===== src/rtl/sdl_pkg.sv =====
package sdl_pkg;

   typedef enum logic [2:0] {
      ST_IDLE,
      ST_TX_LOW,
      ST_TX_GAP,
      ST_RD_LOW,
      ST_RD_WAIT,
      ST_RD_HIGH,
      ST_RD_RECOV
   } slot_state_t;

   localparam logic [1:0] OP_SEND0 = 2'b00;
   localparam logic [1:0] OP_SEND1 = 2'b01;

   // counter width able to hold the largest (duration - 1)
   function automatic int unsigned cnt_width(input int unsigned a, input int unsigned b,
                                             input int unsigned c, input int unsigned d,
                                             input int unsigned e, input int unsigned f);
      int unsigned m;
      m = a;
      if (b > m) m = b;
      if (c > m) m = c;
      if (d > m) m = d;
      if (e > m) m = e;
      if (f > m) m = f;
      if (m < 2) return 1;
      return $clog2(m);
   endfunction

endpackage


===== src/rtl/sdl_line_sync.sv =====
module sdl_line_sync #(
   parameter int   STAGES  = 2,
   parameter logic RST_VAL = 1'b1
) (
   input  logic clk,
   input  logic rst_n,
   input  logic d,
   output logic q
);
   logic [STAGES-1:0] chain_q;

   generate
      if (STAGES < 2) begin : g_bad_stages
         $error("sdl_line_sync: STAGES must be at least 2");
      end
   endgenerate

   always_ff @(posedge clk) begin
      if (!rst_n) chain_q[0] <= RST_VAL;
      else        chain_q[0] <= d;
   end

   generate
      for (genvar i = 1; i < STAGES; i++) begin : g_stage
         always_ff @(posedge clk) begin
            if (!rst_n) chain_q[i] <= RST_VAL;
            else        chain_q[i] <= chain_q[i-1];
         end
      end
   endgenerate

   assign q = chain_q[STAGES-1];
endmodule


===== src/rtl/sdl_slot_timer.sv =====
module sdl_slot_timer #(
   parameter int W = 8
) (
   input  logic         clk,
   input  logic         rst_n,
   input  logic         load,
   input  logic [W-1:0] load_val,
   output logic         expired
);
   logic [W-1:0] cnt_q;

   always_ff @(posedge clk) begin
      if (!rst_n)              cnt_q <= '0;
      else if (load)           cnt_q <= load_val;
      else if (cnt_q != '0)    cnt_q <= cnt_q - 1'b1;
   end

   assign expired = (cnt_q == '0);
endmodule


===== src/rtl/sdl_slot_ctrl.sv =====
module sdl_slot_ctrl
   import sdl_pkg::*;
#(
   parameter int W             = 8,
   parameter int TX_LOW_CYC    = 50,
   parameter int TX_GAP0_CYC   = 200,
   parameter int TX_GAP1_CYC   = 50,
   parameter int RD_LOW_CYC    = 20,
   parameter int RD_SAMPLE_CYC = 30,
   parameter int RD_RECOV_CYC  = 20
) (
   input  logic         clk,
   input  logic         rst_n,
   input  logic         req_valid,
   input  logic [1:0]   req_op,
   input  logic         line_s,
   input  logic         tmr_expired,
   output logic         tmr_load,
   output logic [W-1:0] tmr_val,
   output logic         busy,
   output logic         done,
   output logic         rd_bit,
   output logic         drive_low
);
   localparam logic [W-1:0] L_TX_LOW  = W'(TX_LOW_CYC - 1);
   localparam logic [W-1:0] L_GAP0    = W'(TX_GAP0_CYC - 1);
   localparam logic [W-1:0] L_GAP1    = W'(TX_GAP1_CYC - 1);
   localparam logic [W-1:0] L_RD_LOW  = W'(RD_LOW_CYC - 1);
   localparam logic [W-1:0] L_SAMPLE  = W'(RD_SAMPLE_CYC - 1);
   localparam logic [W-1:0] L_RECOV   = W'(RD_RECOV_CYC - 1);

   slot_state_t st_q, st_d;
   logic        bit_q;
   logic        drive_q;
   logic        done_q;
   logic        rd_q;
   logic        accept;
   logic        take_sample;

   assign accept      = (st_q == ST_IDLE) && req_valid;
   assign take_sample = (st_q == ST_RD_WAIT) && tmr_expired;

   always_comb begin
      st_d     = st_q;
      tmr_load = 1'b0;
      tmr_val  = '0;
      unique case (st_q)
         ST_IDLE: begin
            if (req_valid) begin
               tmr_load = 1'b1;
               if (req_op[1]) begin
                  st_d    = ST_RD_LOW;
                  tmr_val = L_RD_LOW;
               end else begin
                  st_d    = ST_TX_LOW;
                  tmr_val = L_TX_LOW;
               end
            end
         end
         ST_TX_LOW: begin
            if (tmr_expired) begin
               st_d     = ST_TX_GAP;
               tmr_load = 1'b1;
               tmr_val  = bit_q ? L_GAP1 : L_GAP0;
            end
         end
         ST_TX_GAP: begin
            if (tmr_expired) st_d = ST_IDLE;
         end
         ST_RD_LOW: begin
            if (tmr_expired) begin
               st_d     = ST_RD_WAIT;
               tmr_load = 1'b1;
               tmr_val  = L_SAMPLE;
            end
         end
         ST_RD_WAIT: begin
            if (tmr_expired) st_d = ST_RD_HIGH;
         end
         ST_RD_HIGH: begin
            if (line_s) begin
               st_d     = ST_RD_RECOV;
               tmr_load = 1'b1;
               tmr_val  = L_RECOV;
            end
         end
         ST_RD_RECOV: begin
            if (tmr_expired) st_d = ST_IDLE;
         end
         default: st_d = ST_IDLE;
      endcase
   end

   always_ff @(posedge clk) begin
      if (!rst_n) begin
         st_q    <= ST_IDLE;
         bit_q   <= 1'b0;
         drive_q <= 1'b0;
         done_q  <= 1'b0;
         rd_q    <= 1'b0;
      end else begin
         st_q    <= st_d;
         drive_q <= (st_d == ST_TX_LOW) || (st_d == ST_RD_LOW);
         done_q  <= (st_q != ST_IDLE) && (st_d == ST_IDLE);
         if (accept)      bit_q <= (req_op == OP_SEND1);
         if (take_sample) rd_q  <= line_s;
      end
   end

   assign busy      = (st_q != ST_IDLE);
   assign done      = done_q;
   assign rd_bit    = rd_q;
   assign drive_low = drive_q;
endmodule


===== src/rtl/sdl_bit_engine.sv =====
module sdl_bit_engine
   import sdl_pkg::*;
#(
   parameter int TX_LOW_CYC    = 50,
   parameter int TX_GAP0_CYC   = 200,
   parameter int TX_GAP1_CYC   = 50,
   parameter int RD_LOW_CYC    = 20,
   parameter int RD_SAMPLE_CYC = 30,
   parameter int RD_RECOV_CYC  = 20,
   parameter int SYNC_STAGES   = 2
) (
   input  logic       clk,
   input  logic       rst_n,
   input  logic       req_valid,
   input  logic [1:0] req_op,
   output logic       busy,
   output logic       done,
   output logic       rd_bit,
   output logic       pad_drive_low,
   input  logic       pad_in
);
   localparam int W = cnt_width(TX_LOW_CYC, TX_GAP0_CYC, TX_GAP1_CYC,
                                RD_LOW_CYC, RD_SAMPLE_CYC, RD_RECOV_CYC);

   generate
      if (TX_LOW_CYC < 1)    begin : g_chk_txlow  $error("TX_LOW_CYC must be >= 1");    end
      if (TX_GAP0_CYC < 1)   begin : g_chk_gap0   $error("TX_GAP0_CYC must be >= 1");   end
      if (TX_GAP1_CYC < 1)   begin : g_chk_gap1   $error("TX_GAP1_CYC must be >= 1");   end
      if (RD_LOW_CYC < 1)    begin : g_chk_rdlow  $error("RD_LOW_CYC must be >= 1");    end
      if (RD_SAMPLE_CYC < 1) begin : g_chk_sample $error("RD_SAMPLE_CYC must be >= 1"); end
      if (RD_RECOV_CYC < 1)  begin : g_chk_recov  $error("RD_RECOV_CYC must be >= 1");  end
   endgenerate

   logic         line_s;
   logic         tmr_load;
   logic [W-1:0] tmr_val;
   logic         tmr_expired;

   sdl_line_sync #(
      .STAGES  (SYNC_STAGES),
      .RST_VAL (1'b1)
   ) u_sync (
      .clk   (clk),
      .rst_n (rst_n),
      .d     (pad_in),
      .q     (line_s)
   );

   sdl_slot_timer #(
      .W (W)
   ) u_timer (
      .clk      (clk),
      .rst_n    (rst_n),
      .load     (tmr_load),
      .load_val (tmr_val),
      .expired  (tmr_expired)
   );

   sdl_slot_ctrl #(
      .W             (W),
      .TX_LOW_CYC    (TX_LOW_CYC),
      .TX_GAP0_CYC   (TX_GAP0_CYC),
      .TX_GAP1_CYC   (TX_GAP1_CYC),
      .RD_LOW_CYC    (RD_LOW_CYC),
      .RD_SAMPLE_CYC (RD_SAMPLE_CYC),
      .RD_RECOV_CYC  (RD_RECOV_CYC)
   ) u_ctrl (
      .clk         (clk),
      .rst_n       (rst_n),
      .req_valid   (req_valid),
      .req_op      (req_op),
      .line_s      (line_s),
      .tmr_expired (tmr_expired),
      .tmr_load    (tmr_load),
      .tmr_val     (tmr_val),
      .busy        (busy),
      .done        (done),
      .rd_bit      (rd_bit),
      .drive_low   (pad_drive_low)
   );
endmodule


===== config.mk =====
export PLATFORM = sky130hd
export DESIGN_NAME = sdl_bit_engine
export DESIGN_NICKNAME = d
export VERILOG_FILES = /design/src/rtl/sdl_pkg.sv /design/src/rtl/sdl_line_sync.sv /design/src/rtl/sdl_slot_timer.sv /design/src/rtl/sdl_slot_ctrl.sv /design/src/rtl/sdl_bit_engine.sv
export SDC_FILE = /design/constraint.sdc
export NUM_CORES = 1
export LEC_CHECK = 0
export ABC_CLOCK_PERIOD_IN_PS = 2050
export BUFFER_PORTS_ARGS = -buffer_cell sky130_fd_sc_hd__buf_2
export CAP_MARGIN = 10
export CORE_UTILIZATION = 51
export CTS_CLUSTER_SIZE = 24
export DETAILED_ROUTE_END_ITERATION = 12
export PLACE_DENSITY = 0.69
export SETUP_SLACK_MARGIN = 0.02
export SLEW_MARGIN = 20
export SYNTH_ARGS = -nofsm -noshare
export SYNTH_HDL_FRONTEND = slang
export SYNTH_HIERARCHICAL = 1
export SYNTH_SLANG_ARGS = --single-unit

===== constraint.sdc =====
create_clock -name clk -period 2.05 [get_ports clk]
set_input_delay 0.3075 -clock clk [delete_from_list [all_inputs] [get_ports clk]]
set_output_delay 0.3075 -clock clk [all_outputs]
set_load 0.01 [all_outputs]

# After elaboration in Yosys (flattened, before gate mapping)
# Index checks and enable logic that the tools add are counted.
# W data, S select, Z words.
dict set report op_classes {
  addsub 1
  multipliers 0
  div_mod_pow 0
  magnitude_cmp 0
  eq_ne 9
  shift 0
  n_mux 21
  n_bitwise 0
  n_reduce_logical 12
}
# cell count
set op_table {}
lappend op_table {{$mux W8} 5}
lappend op_table {{$pmux W8 S4} 1}
lappend op_table {{$mux W3} 6}
lappend op_table {{$pmux W3 S6} 1}
lappend op_table {{$mux W5} 2}
lappend op_table {{$eq A3 B2 Y1 const B} 3}
lappend op_table {{$eq A3 B3 Y1 const B} 3}
lappend op_table {{$logic_not A8 Y1} 1}
lappend op_table {{$reduce_bool A8 Y1} 1}
lappend op_table {{$sub A8 B1 Y8 const B} 1}
lappend op_table {{$eq A3 B1 Y1 const B} 2}
lappend op_table {{$logic_not A3 Y1} 2}
lappend op_table {{$mux W6} 1}
lappend op_table {{$reduce_or A2 Y1} 2}
lappend op_table {{$logic_and A1 B1 Y1} 3}
lappend op_table {{$mux W1} 3}
lappend op_table {{$pmux W1 S3} 1}
lappend op_table {{$reduce_bool A3 Y1} 1}
lappend op_table {{$eq A2 B1 Y1 const B} 1}
lappend op_table {{$mux W2} 1}
lappend op_table {{$reduce_bool A2 Y1} 1}
lappend op_table {{$logic_or A1 B1 Y1} 1}
dict set report word_totals {
  register_bits 17
  latch_bits 0
  ram_bits 0
  romBits 0
  input_bits 6
  out_inout_bits 4
  wordCells 51
  n_memories 0
}

# Depth between registers and ports, before layout
# Gate-level depths: netlist of run 1.
dict set report depth {
  word_depth 5
  mapped_depth 10
  mapped_depth_nobuf 8
}

# By module
# Netlist of run 1, hierarchy kept.
# module instances cells_each area_each_um2 seq_area_each_um2
set by_module_without_submodules {}
lappend by_module_without_submodules {sdl_slot_ctrl 1 56 483.0 140.1}
lappend by_module_without_submodules {sdl_slot_timer 1 51 457.9 160.2}
lappend by_module_without_submodules {sdl_line_sync 1 4 52.6 40.0}

# Worst setup path after synthesis of run 1
# Ideal clock, no wire load.
dict set report synth_path {
  path_type {register to register}
  startpoint {register u_timer.cnt_q[0]}
  endpoint {register u_timer.cnt_q[3]}
  setup_time_ps 87
  arrival_ps 1913
  required_time_ps 1963
  slack_ps 50
  path_stages_with_launch 11
  n_path_buf 2
  period_less_slack_ps 2000
  path_cell_list {dfxtp_1 > inv_1 > ha_1 > and4bb_1 > buf_6 > buf_6 > nand3b_2 > nand2_1 > inv_1 > nand2_1 > o31ai_1}
}
dict set report synth_between {
  elab_chain_cells 4
  elab_cells_between_ends 11
  classes_between {1 x add/sub; 7 x mux; 3 x reduce/logical}
}
# element line
set synth_rtl {}
lappend synth_rtl {{start: declaration} sdl_slot_timer.sv:10} ;# logic [W-1:0] cnt_q;
lappend synth_rtl {{start signal: assignment} sdl_slot_timer.sv:14} ;# else if (load) cnt_q <= load_val;
lappend synth_rtl {{start signal: assignment} sdl_slot_timer.sv:15} ;# else if (cnt_q != '0) cnt_q <= cnt_q - 1'b1;
lappend synth_rtl {{$logic_not A8 Y1 (*)} sdl_slot_timer.sv:18} ;# assign expired = (cnt_q == '0);
lappend synth_rtl {{named net tmr_expired} sdl_bit_engine.sv:37} ;# logic tmr_expired;
lappend synth_rtl {{$mux W1 (*)} {sdl_slot_ctrl.sv:61, sdl_slot_ctrl.sv:71}}
lappend synth_rtl {{$pmux W1 S3 (*)} sdl_slot_ctrl.sv:47} ;# unique case (st_q)
lappend synth_rtl {{named net tmr_load} sdl_bit_engine.sv:35} ;# logic tmr_load;
lappend synth_rtl {{$mux W8 / $reduce_bool A2 Y1 (equally long branches)} n/a}
# Mark *: on every way through the listed nets, which the timed path passes. The rest lies on a longest branch. The select of a mux whose other input is x is not followed.
# A chain may end at the register's enable or synchronous reset.

# Worst setup path after layout of run 1
# Ends and elaborated chain as after synthesis.

==> results.md, run 1 <==
* Status: complete, no violations
* Routability Congestion at 0.864
* Post-synthesis adder-cell area fraction at 1.26%
* TNS Setup at 0 ns
* CTS Sinks at 17
* Mapped Nets at 118
* Hold Path Class: in -> reg
* Post-synthesis mux area share at 3.53%
* Area of the core at 0.00178 sq mm
* Worst skew pair latency at 0.29 ns
* Min Tclk post-route at 1.91 ns
* Largest family of logic cells by synthesized area: simple AND/OR/NAND/NOR gates
* Final Skew at 0.00491 ns
* Max-cap violations at 0
* Post-CTS setup buffers at 0
* Top sig layer: met4
* Via count at 826
* DR WL/cell at 12.4 um
* Remaining DRCs at 0
* Compound-Gate Fraction of Synth Area at 18.1%
* Most common cell after layout, fill and taps aside: dfxtp_1
* XOR/XNOR Fraction of Synth Area at 3.53%
* Mapped Area at 993 sq um
* Area share of the largest cell type after synthesis at 34.3%
* Tot Pwr at 0.00138 W
* Antenna violations before repair at 0
* Tcrit/Tclk final at 93.4%
* Fill count at 162
* Seq/Total Area, Yosys at 34.3%
* Setup violators final at 0
* Clk root buf: clkbuf_4
* Register clock-pin slew on the reported worst setup and hold paths at 0.10 ns
* Met3 wire len at 44 um
* Relative slew slack at 72.0%
* Met2 wire length at 825 um
* GR Util All Layers at 20.2%
* Synth Area in Simple Gates at 30.6%
* Syn Inst Count at 111
* Post-synth EDFFs at 0
* Synth Area per Inst at 8.95 sq um
* Yosys cell types at 42
* Yosys warns at 6
* Drt first pass iters at 4
* Lkg Pwr at 0.430 nW
* Slew @ Worst Pin at 0.420 ns
* DPL Wire Length at 1.33 mm
* Multi-input logic area at 567 sq um
* Full die area at 0.00213 sq mm
* Place WS at 0.181 ns
* Ys async rst share at 0%
* Fin nets at 129
* Setup crit start kind: register
* Top-Level Pins at 10
* Post-synthesis register bit count at 17
* Port bufs at 9
* CP max FO at 9
* Commonest cells after routing, fill and taps aside: dfxtp_1 (17), nand2_1 (10), buf_2 (9)
* CTS buffer count at 3
* Max Freq at 522 MHz
* DRT antenna net count at 0
* Hold_buf cts at 0
* RSZ-0062 raised after global routing: no
* M1 WL at 926 um
* Largest net degree at the start of global routing at 21
* Layout area overhead at 6.93%
* Max VDD drop at 0.641 mV
* Vias per inst at 5.66
* Critical path class: reg -> reg
* Initial Util at 55.7%
* Vias in the first global route at 728
* Share of cells above drive strength 1 at 20.7%
* Clock Path Buffers at 2
* Fin. max-slew vios at 0
* Row Count at 15
* Die Span X at 46.1 um
* Ant diodes at 0
* Final WS setup at 0.135 ns
* Post_cts resized at 0
* Nature of the critical path endpoint: register
* First-pass GRT wire length at 3.04 mm
* Cell taking the most area after synthesis: dfxtp_1
* Sequential cell area at 340 sq um
* Die height at 46.1 um
* Final Hold Fails at 0
* Critical path data arrival time at 2.11 ns
* H-tree depth at 1
* Drt total wl at 1.81 mm
* Drt first-iter violations at 21
* Worst Path Required at 2.25 ns
* Ys flop type: dfxtp_1
* Total gr overflow at 0
* Leading post-synthesis cells by cell area: dfxtp_1 (34%), buf_6 (4.5%), nand2_1 (3.8%)
* CTS tree: built
* PD cells at 1300 mW/mm^2
## worst max-delay path, stage by stage, from the launching register on
cell and delay [ns]:
dfxtp_1 0.40, inv_1 0.08, ha_1 0.21, and4bb_1 0.21, nand3b_2 0.15, nand2_1 0.09, inv_1 0.23, nand2_1 0.18
o31ai_1 0.27
## cell families (layout without fill, tap and decap cells)
group	after synthesis	in the layout
simple gates	46	46
compound gates	27	27
flops	17	17
buf+inv	13	23
xor+xnor	4	4
mux	3	3
fa+ha+maj	1	1
## layout make-up
type	instances	area share [%]
Clock buffer	4	2.47
Sequential cell	17	32.0
Tap cell	25	2.94
Inverter	6	2.12
Timing Repair Buffer	13	7.07
Multi-Input combinational cell	81	53.4
## worst paths after layout
check | startpoint | to | slack (ns) | cells after the start
worst max-delay path | u_timer/cnt_q[0] | u_timer/cnt_q[3] | 0.14 | 8
worst min-delay path | pad_in | u_sync/chain_q[0] | 0.20 | 2
worst max register to register | u_timer/cnt_q[0] | u_timer/cnt_q[3] | 0.14 | 8
worst min register to register | u_sync/chain_q[0] | u_sync/q | 0.42 | 1
## state kept, by name, indices dropped and copies added, names as in the netlist
register	cells
u_ctrl/bit_q	1
u_ctrl/st_q	3
u_timer/cnt_q	8
u_sync/q	1
u_ctrl/rd_bit	1
u_ctrl/done	1
u_ctrl/drive_low	1
u_sync/chain_q	1
## metrics by stage
stage | util, % | cells | instance area, sq um | hold slack [ns]
detailed placement | 58.1 | 142 | 1040 | 0.399
CTS | 59.6 | 146 | 1060 | 0.188
floorplan | - | 111 | 993 | 0.381
global placement | 58.1 | 142 | 1040 | 0.389
finish | 59.6 | 146 | 1060 | 0.197
global route | 59.6 | 146 | 1060 | 0.187
## per-layer routing
layer  global-route usage [%]  vias up
met5                        0        -
met4                     8.82        0
met3                     3.53        2
met2                     31.3       11
met1                     27.1      387
li1                         -      426
## power by group
part | internal (W) | switching [W] | total (W)
sequential | 0.000410 | 0.000103 | 0.000513
clock | 0.0000755 | 0.000104 | 0.000180
combinational | 0.000320 | 0.000364 | 0.000684
total | 0.000805 | 0.000571 | 0.00138
## synth_stat cells, types with 2 or more instances
cell,instances
o31ai_1,5
a21oi_1,6
nand2b_1,2
xnor2_1,3
nor2_1,5
nor2b_1,2
nand4_1,2
inv_1,6
buf_4,2
dfxtp_1,17
a31oi_1,3
nand2_1,10
nor3b_1,3
mux2i_1,2
nand3_1,6
buf_6,4
nor3_1,3
o21ai_0,6
(Power assumes the default switching activity.)
==> run 2, diff against run 1 <==
--- a/config.mk
+++ b/config.mk
@@ -5,13 +5,13 @@
 export SDC_FILE = /design/constraint.sdc
 export NUM_CORES = 1
 export LEC_CHECK = 0
-export ABC_CLOCK_PERIOD_IN_PS = 2050
+export ABC_CLOCK_PERIOD_IN_PS = 2120
 export BUFFER_PORTS_ARGS = -buffer_cell sky130_fd_sc_hd__buf_2
 export CAP_MARGIN = 10
-export CORE_UTILIZATION = 51
+export CORE_UTILIZATION = 56
 export CTS_CLUSTER_SIZE = 24
 export DETAILED_ROUTE_END_ITERATION = 12
-export PLACE_DENSITY = 0.69
+export PLACE_DENSITY = 0.72
 export SETUP_SLACK_MARGIN = 0.02
 export SLEW_MARGIN = 20
 export SYNTH_ARGS = -nofsm -noshare
==> constraint.sdc (replaced) <==
create_clock -name clk -period 2.12 [get_ports clk]
set_input_delay 0.318 -clock clk [delete_from_list [all_inputs] [get_ports clk]]
set_output_delay 0.318 -clock clk [all_outputs]
set_load 0.01 [all_outputs]
==> results.md, run 2 (synthesized netlist as in run 1, its figures left out) <==
* Area after DPL at 0.00101 sq mm (was 0.00104 sq mm)
* Share of cells above drive strength 1 at 21.7% (was 20.7%)
* CTS buffer count at 3 (unchanged)
* Worst skew pair latency at 0.29 ns (about the same)
* Crit-path leading delay family: simple AND/OR/NAND/NOR gates (unchanged)
* Hold Path Class: in -> reg (unchanged)
* Fin. max-slew vios at 0 (unchanged)
* Setup crit start kind: register (unchanged)
* Drt first-iter violations at 15 (was 21)
* Ant diodes at 0 (unchanged)
* Most common cell after layout, fill and taps aside: dfxtp_1 (unchanged)
* Antenna violations before repair at 0 (unchanged)
* CP max-delay cell: dfxtp_1 (unchanged)
* Total gr overflow at 0 (unchanged)
* Final Hold Fails at 0 (unchanged)
* Switching share of power at 40.8% (was 41.5%)
* DR WL/cell at 12.6 um (was 12.4 um)
* Commonest cells after routing, fill and taps aside: dfxtp_1 (17), nand2_1 (10), buf_2 (9) (unchanged)
* Drt first pass iters at 4 (unchanged)
* Top flop regs: u_timer/cnt_q (8), u_ctrl/st_q (3) (unchanged)
* Min Tclk post-route at 1.91 ns (about the same)
* GR Util All Layers at 20.6% (was 20.2%)
* Drt total wl at 1.71 mm (was 1.81 mm)
* Hold Crit Depth at 2 (unchanged)
* CP max FO at 16 (was 9)
* Top-Level Pins at 10 (unchanged)
* Full die area at 0.00195 sq mm (was 0.00213 sq mm)
* DRT antenna net count at 0 (unchanged)
* Remaining DRCs at 0 (unchanged)
* Register clock-pin slew on the reported worst setup and hold paths at 0.09 ns (was 0.10 ns)
* Die height at 44.1 um (was 46.1 um)
* Fill count at 151 (was 162)
* Clock Path Buffers at 2 (unchanged)
* Row Count at 14 (was 15)
* Worst Path Required at 2.31 ns (was 2.25 ns)
* Design area at 0.00105 sq mm (was 0.00106 sq mm)
* Relative slew slack at 71.9% (was 72.0%)
* First-pass GRT wire length at 2.94 mm (was 3.04 mm)
* Largest Register: u_timer/cnt_q (unchanged)
* Vias in the first global route at 651 (was 728)
* Routability Congestion at 0.830 (was 0.864)
* Clk root buf: clkbuf_4 (unchanged)
* Area of the core at 0.00158 sq mm (was 0.00178 sq mm)
* TNS Setup at 0 ns (unchanged)
* Max Freq at 524 MHz (was 522 MHz)
* Max-cap violations at 0 (unchanged)
* Power share of the sequential group at 37.7% (was 37.3%)
* Vias per inst at 6.01 (was 5.66)
* Int Pwr at 0.000774 W (was 0.000805 W)
* Critical path class: reg -> reg (unchanged)
* CTS Sinks at 17 (unchanged)
* Fin nets at 128 (was 129)
* Status: complete, no violations (unchanged)
* Port bufs at 9 (unchanged)
* Comb power frac at 49.2% (was 49.7%)
* CTS tree: built (unchanged)
* DPL Wire Length at 1.22 mm (was 1.33 mm)
* Via count at 818 (was 826)
* RSZ-0062 raised after global routing: no (unchanged)
* Nature of the critical path endpoint: register (unchanged)
* R2R depth at 7 (was 8)
* Largest register FFs at 8 (unchanged)
* Max VDD drop at 0.803 mV (was 0.641 mV)
* Switch Pwr at 0.000534 W (was 0.000571 W)
* Largest net degree at the start of global routing at 21 (unchanged)
* PD cells at 1250 mW/mm^2 (was 1300 mW/mm^2)
* Layout area overhead at 5.29% (was 6.93%)
* WP buf/inv at 2 (unchanged)
* Final Skew at 0.00337 ns (was 0.00491 ns)
* Tcrit/Tclk final at 90.0% (was 93.4%)
* Clock power frac at 13.0% (about the same)
* H-tree depth at 1 (unchanged)
* CP cell instances: inv_1, ha_2, and4bb_1, buf_4, mux2_4, a211oi_2, and3b_1 (was inv_1, ha_1, and4bb_1, nand3b_2, nand2_1, inv_1, nand2_1, o31ai_1)
* Die Span X at 44.1 um (was 46.1 um)
* Worst path depth at 7 (was 8)
* Setup violators final at 0 (unchanged)
* Initial Util at 63.0% (was 55.7%)
* Critical path data arrival time at 2.10 ns (was 2.11 ns)
* Slowest stage delay, CP at 0.38 ns (was 0.40 ns)
* Slew @ Worst Pin at 0.421 ns (was 0.420 ns)
* Hold_buf cts at 0 (unchanged)
* Lkg Pwr at 0.423 nW (was 0.430 nW)
run 2: cell count changes in the layout (fill, tap and decap cells not counted):
cell,previous run,this run
buf_4,4,3
ha_1,1,0
ha_2,0,1
inv_1,6,5
inv_2,0,1
run 2: layer usage:
metal	GRT usage (%)	wire length, um
met5	0	0
met2	27.4	726
met4	7.27	25
met3	6.12	67
met1	31.2	892
run 2: final timing paths:
| path | from | end | slack [ns] |
|---|---|---|---|
| max | u_timer/cnt_q[0] | u_ctrl/drive_low | 0.21 |
| min | pad_in | u_sync/chain_q[0] | 0.20 |
| max reg2reg | u_timer/cnt_q[0] | u_ctrl/drive_low | 0.21 |
| min reg2reg | u_sync/chain_q[0] | u_sync/q | 0.42 |
run 2: power by group through the flow:
| stage | Sequential [W] | Clock [W] | Combinational [W] |
|---|---|---|---|
| 6_report | 0.000493 | 0.000170 | 0.000644 |
| 5_1_grt | 0.000503 | 0.000193 | 0.000732 |
| 4_1_cts | 0.000492 | 0.000180 | 0.000620 |
| 3_5_place_dp | 0.000500 | 0 | 0.000616 |
| 3_3_place_gp | 0.000498 | 0 | 0.000610 |
| 2_1_floorplan | 0.000465 | 0 | 0.000584 |
run 2: metrics by stage:
stage	cells	power, W	setup WS [ns]	hold slack, ns	util [%]
finish	136	0.00131	0.211	0.202	66.3
detailed placement	131	0.00112	0.149	0.397	64.0
floorplan	111	0.00105	0.120	0.386	-
global placement	131	0.00111	0.231	0.389	64.0
CTS	135	0.00129	0.137	0.188	65.7
global route	136	0.00143	0.0289	0.208	66.3
run 2: cell type report:
| type | count | area, sq um | share of cell area [%] |
|---|---|---|---|
| repair buffers | 12 | 67.6 | 6.46 |
| well taps | 16 | 20.0 | 1.91 |
| inverters | 6 | 22.5 | 2.15 |
| flip-flops and latches | 17 | 340 | 32.5 |
| multi-input cells | 81 | 569 | 54.4 |
| clock buffers | 4 | 26.3 | 2.51 |
run 2: timing repair:
| item | in CTS | in global routing |
|---|---|---|
| setup endpoints to repair | 0 | 5 |
| hold endpoints to repair | 0 | 0 |
| resized for setup | 0 | 2 |
| buffers inserted | 0 | 1 |
==> run 3, diff against run 2 <==
--- a/config.mk
+++ b/config.mk
@@ -12,7 +12,7 @@
 export CTS_CLUSTER_SIZE = 24
 export DETAILED_ROUTE_END_ITERATION = 12
 export PLACE_DENSITY = 0.72
-export SETUP_SLACK_MARGIN = 0.02
+export SETUP_SLACK_MARGIN = 0.3
 export SLEW_MARGIN = 20
 export SYNTH_ARGS = -nofsm -noshare
 export SYNTH_HDL_FRONTEND = slang
==> results.md, run 3 (synthesized netlist as in run 1, its figures left out) <==
* DR WL/cell at 14.3 um (was 12.6 um)
* Setup violators final at 0 (unchanged)
* Crit-path leading delay family: simple AND/OR/NAND/NOR gates (unchanged)
* Drt first-iter violations at 31 (was 15)
* Tcrit/Tclk final at 87.6% (was 90.0%)
* H-tree depth at 1 (unchanged)
* Port bufs at 9 (unchanged)
* Final WS setup at 0.262 ns (was 0.211 ns)
* Max-cap violations at 0 (unchanged)
* CP max-delay cell: dfxtp_4 (was dfxtp_1)
* CTS Sinks at 17 (unchanged)
* Total gr overflow at 0 (unchanged)
* Drt first pass iters at 4 (unchanged)
* Row Count at 14 (unchanged)
* Min Tclk post-route at 1.86 ns (was 1.91 ns)
* Die height at 44.1 um (unchanged)
* Register clock-pin slew on the reported worst setup and hold paths at 0.10 ns (was 0.09 ns)
* PD cells at 1300 mW/mm^2 (was 1250 mW/mm^2)
* Ant diodes at 0 (unchanged)
* Slowest stage delay, CP at 0.37 ns (was 0.38 ns)
* Final Hold Fails at 0 (unchanged)
* TNS Setup at 0 ns (unchanged)
* Commonest cells after routing, fill and taps aside: dfxtp_1 (12), buf_2 (9), nand2_1 (9) (was dfxtp_1 (17), nand2_1 (10), buf_2 (9))
* Worst Path Required at 2.32 ns (was 2.31 ns)
* Nature of the critical path endpoint: register (unchanged)
* Critical path class: reg -> reg (unchanged)
* Hold_buf cts at 0 (unchanged)
* CP cell instances: nor4_4, and4bb_2, nand3b_4, nand2b_4, a21oi_4, o21ai_2, a311oi_2 (was inv_1, ha_2, and4bb_1, buf_4, mux2_4, a211oi_2, and3b_1)
* Layout area overhead at 15.0% (was 5.29%)
* Top-Level Pins at 10 (unchanged)
* Remaining DRCs at 0 (unchanged)
* Largest register FFs at 8 (unchanged)
* Tot Pwr at 0.00148 W (was 0.00131 W)
* RSZ-0062 raised after global routing: yes (was no)
* Antenna violations before repair at 0 (unchanged)
* Initial Util at 63.0% (unchanged)
* Share of cells above drive strength 1 at 32.0% (was 21.7%)
* CTS tree: built (unchanged)
* Critical path data arrival time at 2.06 ns (was 2.10 ns)
* DPL Wire Length at 1.31 mm (was 1.22 mm)
* Slew @ Worst Pin at 0.422 ns (was 0.421 ns)
* Fin nets at 133 (was 128)
* Setup crit start kind: register (unchanged)
* Max Freq at 538 MHz (was 524 MHz)
* Die Span X at 44.1 um (unchanged)
* Via count at 873 (was 818)
* Largest Register: u_timer/cnt_q (unchanged)
* Most common cell after layout, fill and taps aside: dfxtp_1 (unchanged)
* Fill count at 124 (was 151)
* Final Skew at 0.00542 ns (was 0.00337 ns)
* Full die area at 0.00195 sq mm (unchanged)
* Area of the core at 0.00158 sq mm (unchanged)
* Top flop regs: u_timer/cnt_q (8), u_ctrl/st_q (3) (unchanged)
* Max VDD drop at 0.887 mV (was 0.803 mV)
* Relative slew slack at 71.8% (was 71.9%)
* GR Util All Layers at 23.3% (was 20.6%)
* Cell count after placement at 131 (unchanged)
* Largest net degree at the start of global routing at 21 (unchanged)
* Routability Congestion at 0.851 (was 0.830)
* Status: complete, no violations (unchanged)
* Clock Path Buffers at 2 (unchanged)
* Place WS at 0.238 ns (was 0.149 ns)
* Lkg Pwr at 0.478 nW (was 0.423 nW)
* DRT antenna net count at 0 (unchanged)
* Vias in the first global route at 692 (was 651)
* First-pass GRT wire length at 3.28 mm (was 2.94 mm)
* CP max FO at 7 (was 16)
* Worst skew pair latency at 0.29 ns (about the same)
* Non-filler cells, final at 141 (was 136)
* Drt total wl at 2.02 mm (was 1.71 mm)
* Clk root buf: clkbuf_4 (unchanged)
* Fin. max-slew vios at 0 (unchanged)
* Hold Path Class: in -> reg (unchanged)
* WP buf/inv at 0 (was 2)
* CTS buffer count at 3 (unchanged)
* Vias per inst at 6.19 (was 6.01)
-- run 3: cell count changes in the layout (fill, tap and decap cells not counted), sizes merged --
cell,change
buf,+5
-- run 3: metal layers --
layer	part of all wire [%]	GRT usage, %	vias to the layer above
met3	6.4	6.12	2
met4	0.64	10.9	0
met2	43	31.2	31
met1	50	34.3	406
met5	0	0	-
li1	-	-	434
-- run 3: through the flow --
stage                     util (%)  instance area, sq um  hold WS [ns]
final                         72.5                  1140         0.207
after detailed placement      65.3                  1030         0.398
after floorplan                  -                  1010         0.386
after CTS                     68.9                  1090         0.192
after global routing          72.5                  1140         0.199
after global placement        65.3                  1030         0.390
-- run 3: final timing paths --
kind	startpoint	to	slack, ns	cells past startpoint
worst max-delay path	u_timer/cnt_q[2]	u_timer/cnt_q[1]	0.26	7
worst min-delay path	pad_in	u_sync/chain_q[0]	0.21	2
worst max register to register	u_timer/cnt_q[2]	u_timer/cnt_q[1]	0.26	7
worst min register to register	u_sync/chain_q[0]	u_sync/q	0.42	1
-- run 3: cell type report --
class                      instances  area, sq um  share of cell area [%]
multi-input combinational         81          613                    53.7
sequential                        17          349                    30.6
timing repair buffer              17          109                    9.53
clock buffer                       4         26.3                    2.30
inverter                           6         25.0                    2.19
tap                               16         20.0                    1.75
-- run 3: repair_timing --
item | in CTS | in global routing
buffers inserted | 2 | 4
endpoints found under the setup margin | 2 | 9
gates cloned | 0 | 0
pin swaps | 2 | 7
resized for setup | 4 | 7
-- run 3: power breakdown --
part           leakage, nW  internal (W)  switching, W
Sequential           0.142      0.000404     0.0000836
Combinational        0.321      0.000392      0.000433
Clock               0.0150     0.0000731     0.0000968
